[config.mk]
export PLATFORM = sky130hd
export DESIGN_NAME = bus_loader
export DESIGN_NICKNAME = d
export VERILOG_FILES = /design/src/rtl/loader_pkg.sv /design/src/rtl/loader_edge.sv /design/src/rtl/loader_addr.sv /design/src/rtl/loader_seq.sv /design/src/rtl/loader_drive.sv /design/src/rtl/bus_loader.sv
export SDC_FILE = /design/constraint.sdc
export NUM_CORES = 1
export LEC_CHECK = 0
export ABC_AREA = 1
export BUFFER_PORTS_ARGS = -buffer_cell sky130_fd_sc_hd__buf_2
export CELL_PAD_IN_SITES_DETAIL_PLACEMENT = 0
export CELL_PAD_IN_SITES_GLOBAL_PLACEMENT = 1
export CORE_MARGIN = 2
export CORE_UTILIZATION = 41
export CTS_BUF_LIST = sky130_fd_sc_hd__clkbuf_8
export CTS_CLUSTER_SIZE = 20
export DETAILED_ROUTE_END_ITERATION = 10
export PLACE_DENSITY_LB_ADDON = 0.1
export REMOVE_ABC_BUFFERS = 1
export SYNTH_ARGS = -nofsm -noshare
export SYNTH_HDL_FRONTEND = slang
export SYNTH_SLANG_ARGS = --single-unit
[constraint.sdc]
create_clock -name clk -period 4.1 [get_ports clk]
set_clock_uncertainty 0.15 [all_clocks]
set_input_delay 0.41 -clock clk [delete_from_list [all_inputs] [get_ports clk]]
set_output_delay 0.41 -clock clk [all_outputs]
set_load 0.02 [all_outputs]
[src/rtl/loader_pkg.sv]
// Shared types for the bus program loader.
package loader_pkg;
    // Loader sequence: idle/wait, address phase, data phase, release, handover, finished.
    typedef enum logic [2:0] {
        LD_WAIT     = 3'd0,
        LD_ADDR     = 3'd1,
        LD_DATA     = 3'd2,
        LD_RELEASE  = 3'd3,
        LD_HANDOVER = 3'd4,
        LD_DONE     = 3'd5
    } ld_state_t;
endpackage

[src/rtl/loader_edge.sv]
// Synchronizes the observed CPU clock into clk and flags each falling edge.
// Assumes cpu_clk is much slower than clk (at least several clk cycles per phase).
module loader_edge #(
    parameter int SYNC_STAGES = 2
) (
    input  logic clk,
    input  logic rst_n,
    input  logic cpu_clk_i,
    output logic fall_o
);
    logic [SYNC_STAGES-1:0] sync_q;
    logic                   prev_q;

    // First synchronizer stage.
    always_ff @(posedge clk) begin
        if (!rst_n) sync_q[0] <= 1'b0;
        else        sync_q[0] <= cpu_clk_i;
    end

    // Remaining synchronizer stages.
    for (genvar g = 1; g < SYNC_STAGES; g++) begin : g_sync
        always_ff @(posedge clk) begin
            if (!rst_n) sync_q[g] <= 1'b0;
            else        sync_q[g] <= sync_q[g-1];
        end
    end

    // Remember the last synchronized level for edge detection.
    always_ff @(posedge clk) begin
        if (!rst_n) prev_q <= 1'b0;
        else        prev_q <= sync_q[SYNC_STAGES-1];
    end

    assign fall_o = prev_q & ~sync_q[SYNC_STAGES-1];

    a_r2_single_pulse: assert property (@(posedge clk) disable iff (!rst_n)
        fall_o |=> !fall_o);
endmodule

[src/rtl/loader_addr.sv]
// Target address counter: starts at zero, steps by one per written byte.
// Assumes inc_i is raised for one clk per completed data phase.
module loader_addr #(
    parameter int ADDR_W = 8
) (
    input  logic              clk,
    input  logic              rst_n,
    input  logic              inc_i,
    output logic [ADDR_W-1:0] addr_o,
    output logic              at_max_o
);
    // Count written bytes.
    always_ff @(posedge clk) begin
        if (!rst_n)     addr_o <= '0;
        else if (inc_i) addr_o <= addr_o + 1'b1;
    end

    assign at_max_o = &addr_o;

    a_r5_addr_step: assert property (@(posedge clk) disable iff (!rst_n)
        inc_i |=> addr_o == ADDR_W'($past(addr_o) + 1'b1));
    a_r5_addr_hold: assert property (@(posedge clk) disable iff (!rst_n)
        !inc_i |=> $stable(addr_o));
endmodule

[src/rtl/loader_seq.sv]
// Loader sequencer: holds one input byte and steps through the phases,
// advancing only on CPU clock falling edges.
// Assumes fall_o from loader_edge is a one-clk pulse.
module loader_seq
    import loader_pkg::*;
#(
    parameter int DATA_W = 8
) (
    input  logic              clk,
    input  logic              rst_n,
    input  logic              fall_i,
    input  logic              in_valid_i,
    input  logic [DATA_W-1:0] in_data_i,
    input  logic              in_last_i,
    input  logic              at_max_i,
    output logic              in_ready_o,
    output ld_state_t         state_o,
    output logic [DATA_W-1:0] byte_o,
    output logic              inc_o
);
    ld_state_t         state_q, state_d;
    logic              have_q;
    logic              last_q;
    logic              finish;
    logic              accept;

    assign in_ready_o = (state_q == LD_WAIT) && !have_q;
    assign accept     = in_valid_i && in_ready_o;
    assign finish     = last_q || at_max_i;
    assign inc_o      = fall_i && (state_q == LD_DATA);

    // Next phase, taken only at a CPU clock falling edge.
    always_comb begin
        state_d = state_q;
        if (fall_i) begin
            unique case (state_q)
                LD_WAIT:     if (have_q) state_d = LD_ADDR;
                LD_ADDR:     state_d = LD_DATA;
                LD_DATA:     state_d = finish ? LD_RELEASE : LD_WAIT;
                LD_RELEASE:  state_d = LD_HANDOVER;
                LD_HANDOVER: state_d = LD_DONE;
                default:     state_d = LD_DONE;
            endcase
        end
    end

    // Phase register.
    always_ff @(posedge clk) begin
        if (!rst_n) state_q <= LD_WAIT;
        else        state_q <= state_d;
    end

    // One-byte holding buffer, freed when its data phase ends.
    always_ff @(posedge clk) begin
        if (!rst_n) begin
            have_q <= 1'b0;
            last_q <= 1'b0;
            byte_o <= '0;
        end else if (accept) begin
            have_q <= 1'b1;
            last_q <= in_last_i;
            byte_o <= in_data_i;
        end else if (inc_o) begin
            have_q <= 1'b0;
        end
    end

    assign state_o = state_q;

    a_r2_state_on_fall: assert property (@(posedge clk) disable iff (!rst_n)
        !fall_i |=> state_q == $past(state_q));
    a_r4_data_follows_addr: assert property (@(posedge clk) disable iff (!rst_n)
        (fall_i && state_q == LD_ADDR) |=> state_q == LD_DATA);
    a_r7_release_after_final: assert property (@(posedge clk) disable iff (!rst_n)
        (inc_o && finish) |=> state_q == LD_RELEASE);
    a_r9_done_sticky: assert property (@(posedge clk) disable iff (!rst_n)
        state_q == LD_DONE |=> state_q == LD_DONE);
    a_r10_one_byte: assert property (@(posedge clk) disable iff (!rst_n)
        accept |=> !in_ready_o);
endmodule

[src/rtl/loader_drive.sv]
// Decodes the loader phase into bus, strobe, ROM-enable and handover outputs.
// Purely combinational; inherits the falling-edge timing of the phase register.
module loader_drive
    import loader_pkg::*;
#(
    parameter int ADDR_W = 8,
    parameter int DATA_W = 8
) (
    input  ld_state_t         state_i,
    input  logic [ADDR_W-1:0] addr_i,
    input  logic [DATA_W-1:0] byte_i,
    output logic [DATA_W-1:0] bus_data_o,
    output logic              bus_drive_o,
    output logic              mar_in_o,
    output logic              ram_in_o,
    output logic              ctl_drive_o,
    output logic              rom_ce_n_o,
    output logic              step_reset_o,
    output logic              done_o
);
    // Output decode per phase.
    always_comb begin
        bus_data_o   = '0;
        bus_drive_o  = 1'b0;
        mar_in_o     = 1'b0;
        ram_in_o     = 1'b0;
        ctl_drive_o  = 1'b1;
        rom_ce_n_o   = 1'b1;
        step_reset_o = 1'b0;
        done_o       = 1'b0;
        unique case (state_i)
            LD_WAIT: ;
            LD_ADDR: begin
                bus_data_o  = DATA_W'(addr_i);
                bus_drive_o = 1'b1;
                mar_in_o    = 1'b1;
            end
            LD_DATA: begin
                bus_data_o  = byte_i;
                bus_drive_o = 1'b1;
                ram_in_o    = 1'b1;
            end
            LD_RELEASE: ctl_drive_o = 1'b0;
            LD_HANDOVER: begin
                ctl_drive_o  = 1'b0;
                rom_ce_n_o   = 1'b0;
                step_reset_o = 1'b1;
            end
            default: begin
                ctl_drive_o = 1'b0;
                rom_ce_n_o  = 1'b0;
                done_o      = 1'b1;
            end
        endcase
    end
endmodule

[src/rtl/bus_loader.sv]
// Power-on program loader: takes bytes from a valid/ready input, writes them
// over the CPU bus via MAR and RAM strobes, then releases the lines and
// hands control to the microcode with a step reset.
// Assumes cpu_clk phases last several clk cycles.
module bus_loader
    import loader_pkg::*;
#(
    parameter int ADDR_W      = 8,
    parameter int DATA_W      = 8,
    parameter int SYNC_STAGES = 2
) (
    input  logic              clk,
    input  logic              rst_n,
    input  logic              cpu_clk,
    input  logic              in_valid,
    input  logic [DATA_W-1:0] in_data,
    input  logic              in_last,
    output logic              in_ready,
    output logic [DATA_W-1:0] bus_data,
    output logic              bus_drive,
    output logic              mar_in,
    output logic              ram_in,
    output logic              ctl_drive,
    output logic              rom_ce_n,
    output logic              step_reset,
    output logic              done
);
    logic              cpu_fall;
    logic              addr_inc;
    logic              addr_max;
    logic [ADDR_W-1:0] addr;
    logic [DATA_W-1:0] held_byte;
    ld_state_t         state;

    loader_edge #(.SYNC_STAGES(SYNC_STAGES)) u_edge (
        .clk(clk), .rst_n(rst_n), .cpu_clk_i(cpu_clk), .fall_o(cpu_fall)
    );

    loader_addr #(.ADDR_W(ADDR_W)) u_addr (
        .clk(clk), .rst_n(rst_n), .inc_i(addr_inc),
        .addr_o(addr), .at_max_o(addr_max)
    );

    loader_seq #(.DATA_W(DATA_W)) u_seq (
        .clk(clk), .rst_n(rst_n), .fall_i(cpu_fall),
        .in_valid_i(in_valid), .in_data_i(in_data), .in_last_i(in_last),
        .at_max_i(addr_max), .in_ready_o(in_ready), .state_o(state),
        .byte_o(held_byte), .inc_o(addr_inc)
    );

    loader_drive #(.ADDR_W(ADDR_W), .DATA_W(DATA_W)) u_drive (
        .state_i(state), .addr_i(addr), .byte_i(held_byte),
        .bus_data_o(bus_data), .bus_drive_o(bus_drive),
        .mar_in_o(mar_in), .ram_in_o(ram_in), .ctl_drive_o(ctl_drive),
        .rom_ce_n_o(rom_ce_n), .step_reset_o(step_reset), .done_o(done)
    );

    a_r6_strobe_exclusive: assert property (@(posedge clk) disable iff (!rst_n)
        !(mar_in && ram_in));
    a_r6_strobe_driven: assert property (@(posedge clk) disable iff (!rst_n)
        (mar_in || ram_in) |-> (bus_drive && ctl_drive));
    a_r8_rom_after_release: assert property (@(posedge clk) disable iff (!rst_n)
        !rom_ce_n |-> (!ctl_drive && !bus_drive));
    a_r8_sr_one_cycle: assert property (@(posedge clk) disable iff (!rst_n)
        (step_reset && cpu_fall) |=> !step_reset);
    a_r9_no_input_when_done: assert property (@(posedge clk) disable iff (!rst_n)
        done |-> !in_ready);
endmodule

==> results.py <==
metrics = {
    "timing": {
        "worst_pin_slew_ns": 0.343,
        "maxSlewHeadroom": 0.771,
        "fin_crit_sh": 0.474,
        "max_freq_ghz": 0.514,
        "finalMaxSlewViolations": 0,
        "setup_tns_ns": 0,
        "rsz0062_at_grt": "false",
        "min_period_ns": 1.95,
        "setup_viol": 0,
        "hold_viol": 0,
        "worst_slack_ns": 2.15,
    },
    "finish": {
        "mostFrequentLayoutCells": "28 x buf_2, 27 x inv_1, 24 x nand2_1, 24 x dfxtp_1, 18 x a21oi_1",
        "area_growth_pct": 16.5,
        "final_common_cell": "buf_2",
        "fill_cells": 287,
        "final_util": 0.495,
        "drive_gt1_frac": 0.264,
        "finalNetCount": 198,
        "n_antenna_cell": 0,
    },
    "pwr": {
        "p_comb_frac": 0.091,
        "p_int_uw": 322,
        "p_switching_uw": 97.6,
        "switching_share": 0.232,
        "ir_drop_mv": 0.199,
        "power_density_nw_per_um2": 313,
        "share_seq_of_total_power": 0.585,
        "power_leakage_uw": 0.000638,
        "clock_power_share": 0.323,
    },
    "cts": {
        "post_cts_buffers": 0,
        "clock-root-buffer": "clkbuf_8",
        "clock-sinks": 24,
        "cts_tree": "built",
        "cts_hold_buffers": 0,
        "htreeDepth": 1,
        "clkTransAtPathRegs_ns": 0.08,
        "clk_latency_ns": 0.26,
        "ctsLongestPathBuffers": 2,
        "cts_buffers": 3,
        "post_cts_resized": 0,
    },
    "logic_synthesis": {
        "syn_area_per_cell_um2": 7.43,
        "ys_ff_latch": 24,
        "syn_area_um2": 1150,
        "synth_cell_types": 24,
        "yosys_warnings": 0,
        "yosysSeqAreaShare": 0.417,
        "syn_inst": 155,
    },
    "grt": {
        "grt_pass1_wl_mm": 3.95,
        "antenna_found_initial": 0,
        "grt_overflow": 0,
        "grt_pass1_vias": 868,
        "grt_start_max_net_pins": 22,
        "track_usage": 0.155,
    },
    "floorplanning": {
        "die_h_um": 57.0,
        "initial_core_util": 0.425,
        "dieWidth_um": 57.0,
        "pin_count": 29,
        "die_area_um2": 3250,
        "rows": 19,
        "coreArea_um2": 2710,
    },
    "worst_setup_path": {
        "startpoint_type": "flop",
        "worstPathMaxFanout": 10,
        "end_kind": "primary output",
        "critPathKind": "reg -> out",
        "required_ns": 3.54,
        "arrival_ns": 1.39,
    },
    "drt": {
        "drtIter0Drc": 16,
        "wire_per_inst_um": 10.9,
        "drt_first_pass_iters": 4,
        "ant_nets": 0,
        "finalWirelength_mm": 2.33,
        "viasPerCell": 4.76,
        "vias": 1013,
        "drcViolationCount": 0,
    },
    "status": {
        "status": "completed",
    },
    "placed_design": {
        "dp_hpwl_mm": 1.77,
        "place_ws_ns": 2.43,
        "portBuffers": 28,
        "place_congestion": 0.726,
    },
    "hold_path": {
        "hold_class": "in -> reg",
    },
    "flow_run": {
        "drv_cap": 0,
    },
}
-- final timing paths --
kind	start	endpoint	slack, ns	cells past startpoint
max reg2reg	u_seq.state_o[1]$_SDFFE_PN0P_	u_addr.addr_o[5]$_SDFFE_PN0P_	2.63	5
min reg2reg	u_edge.sync_q[0]$_SDFF_PN0_	u_edge.sync_q[1]$_SDFF_PN0_	0.28	2
min	cpu_clk	u_edge.sync_q[0]$_SDFF_PN0_	0.18	3
max	u_seq.state_o[2]$_SDFFE_PN0P_	bus_data[1]	2.15	6
-- layer usage --
layer	vias to the layer above	GRT usage	wire, um
met5	-	0	0
met4	0	0.0698	15
met3	2	0.0340	68
met2	10	0.240	1070
met1	445	0.207	1180
li1	556	-	-
-- logic make-up (layout without fill, tap and decap cells) --
| family | Yosys count | count (layout) | synth area share |
|---|---|---|---|
| buf+inv | 36 | 63 | 0.135 |
| flops | 24 | 24 | 0.417 |
| simple gates | 49 | 49 | 0.225 |
| fa+ha+maj | 1 | 1 | 0.0109 |
| compound gates | 45 | 45 | 0.213 |
-- synth_stat cells, drive strengths merged --
master	count	area share
ha	1	0.011
nand2	29	0.11
o22ai	7	0.038
inv	32	0.11
a211oi	1	0.0065
nor2	11	0.054
clkbuf	2	0.0065
dfxtp	24	0.42
nand3	7	0.046
a31oi	1	0.0054
nand4	2	0.011
a21oi	20	0.093
buf	2	0.020
o21ai	16	0.069
-- power groups by stage --
| stage | sequential (uW) | combinational, uW | clock, uW |
|---|---|---|---|
| after floorplan | 251 | 25.1 | 0 |
| after CTS | 246 | 38.9 | 140 |
| after detailed placement | 252 | 38.7 | 0 |
| final | 246 | 38.3 | 136 |
| after global placement | 251 | 38.2 | 0 |
| after global routing | 247 | 44.2 | 151 |
-- registers in the layout, indices dropped and copies added (netlist names) --
| register | flops |
|---|---|
| u_addr.addr_o | 8 |
| u_seq.state_o | 3 |
| u_edge.sync_q | 2 |
| u_edge.prev_q | 1 |
| u_seq.have_q | 1 |
| u_seq.last_q | 1 |
| u_seq.byte_o | 8 |
-- per-stage QoR --
| step | power (uW) | area [um^2] | hold WS [ns] | std cells |
|---|---|---|---|---|
| final | 420 | 1340 | 0.179 | 213 |
| after global placement | 290 | 1300 | 0.252 | 210 |
| after floorplan | 276 | 1120 | 0.240 | 151 |
| after detailed placement | 290 | 1300 | 0.264 | 210 |
| after CTS | 425 | 1340 | 0.176 | 213 |
| after global routing | 442 | 1340 | 0.214 | 213 |
-- critical path, stage by stage, from the launching register on --
cell and delay, ns:
dfxtp_1 0.34, inv_2 0.13, nand3_2 0.23, inv_1 0.13, nand2_1 0.05, o21ai_0 0.06
buf_2 0.18
-- final cells by class --
class	instances	area [um^2]	share of cell area
tap	31	38.8	0.0289
multi-input combinational	95	517	0.385
sequential	24	480	0.358
timing repair buffer	28	140	0.104
inverter	32	125	0.0932
clock buffer	3	41.3	0.0308
No activity file was read; power rests on OpenSTA's default activity.
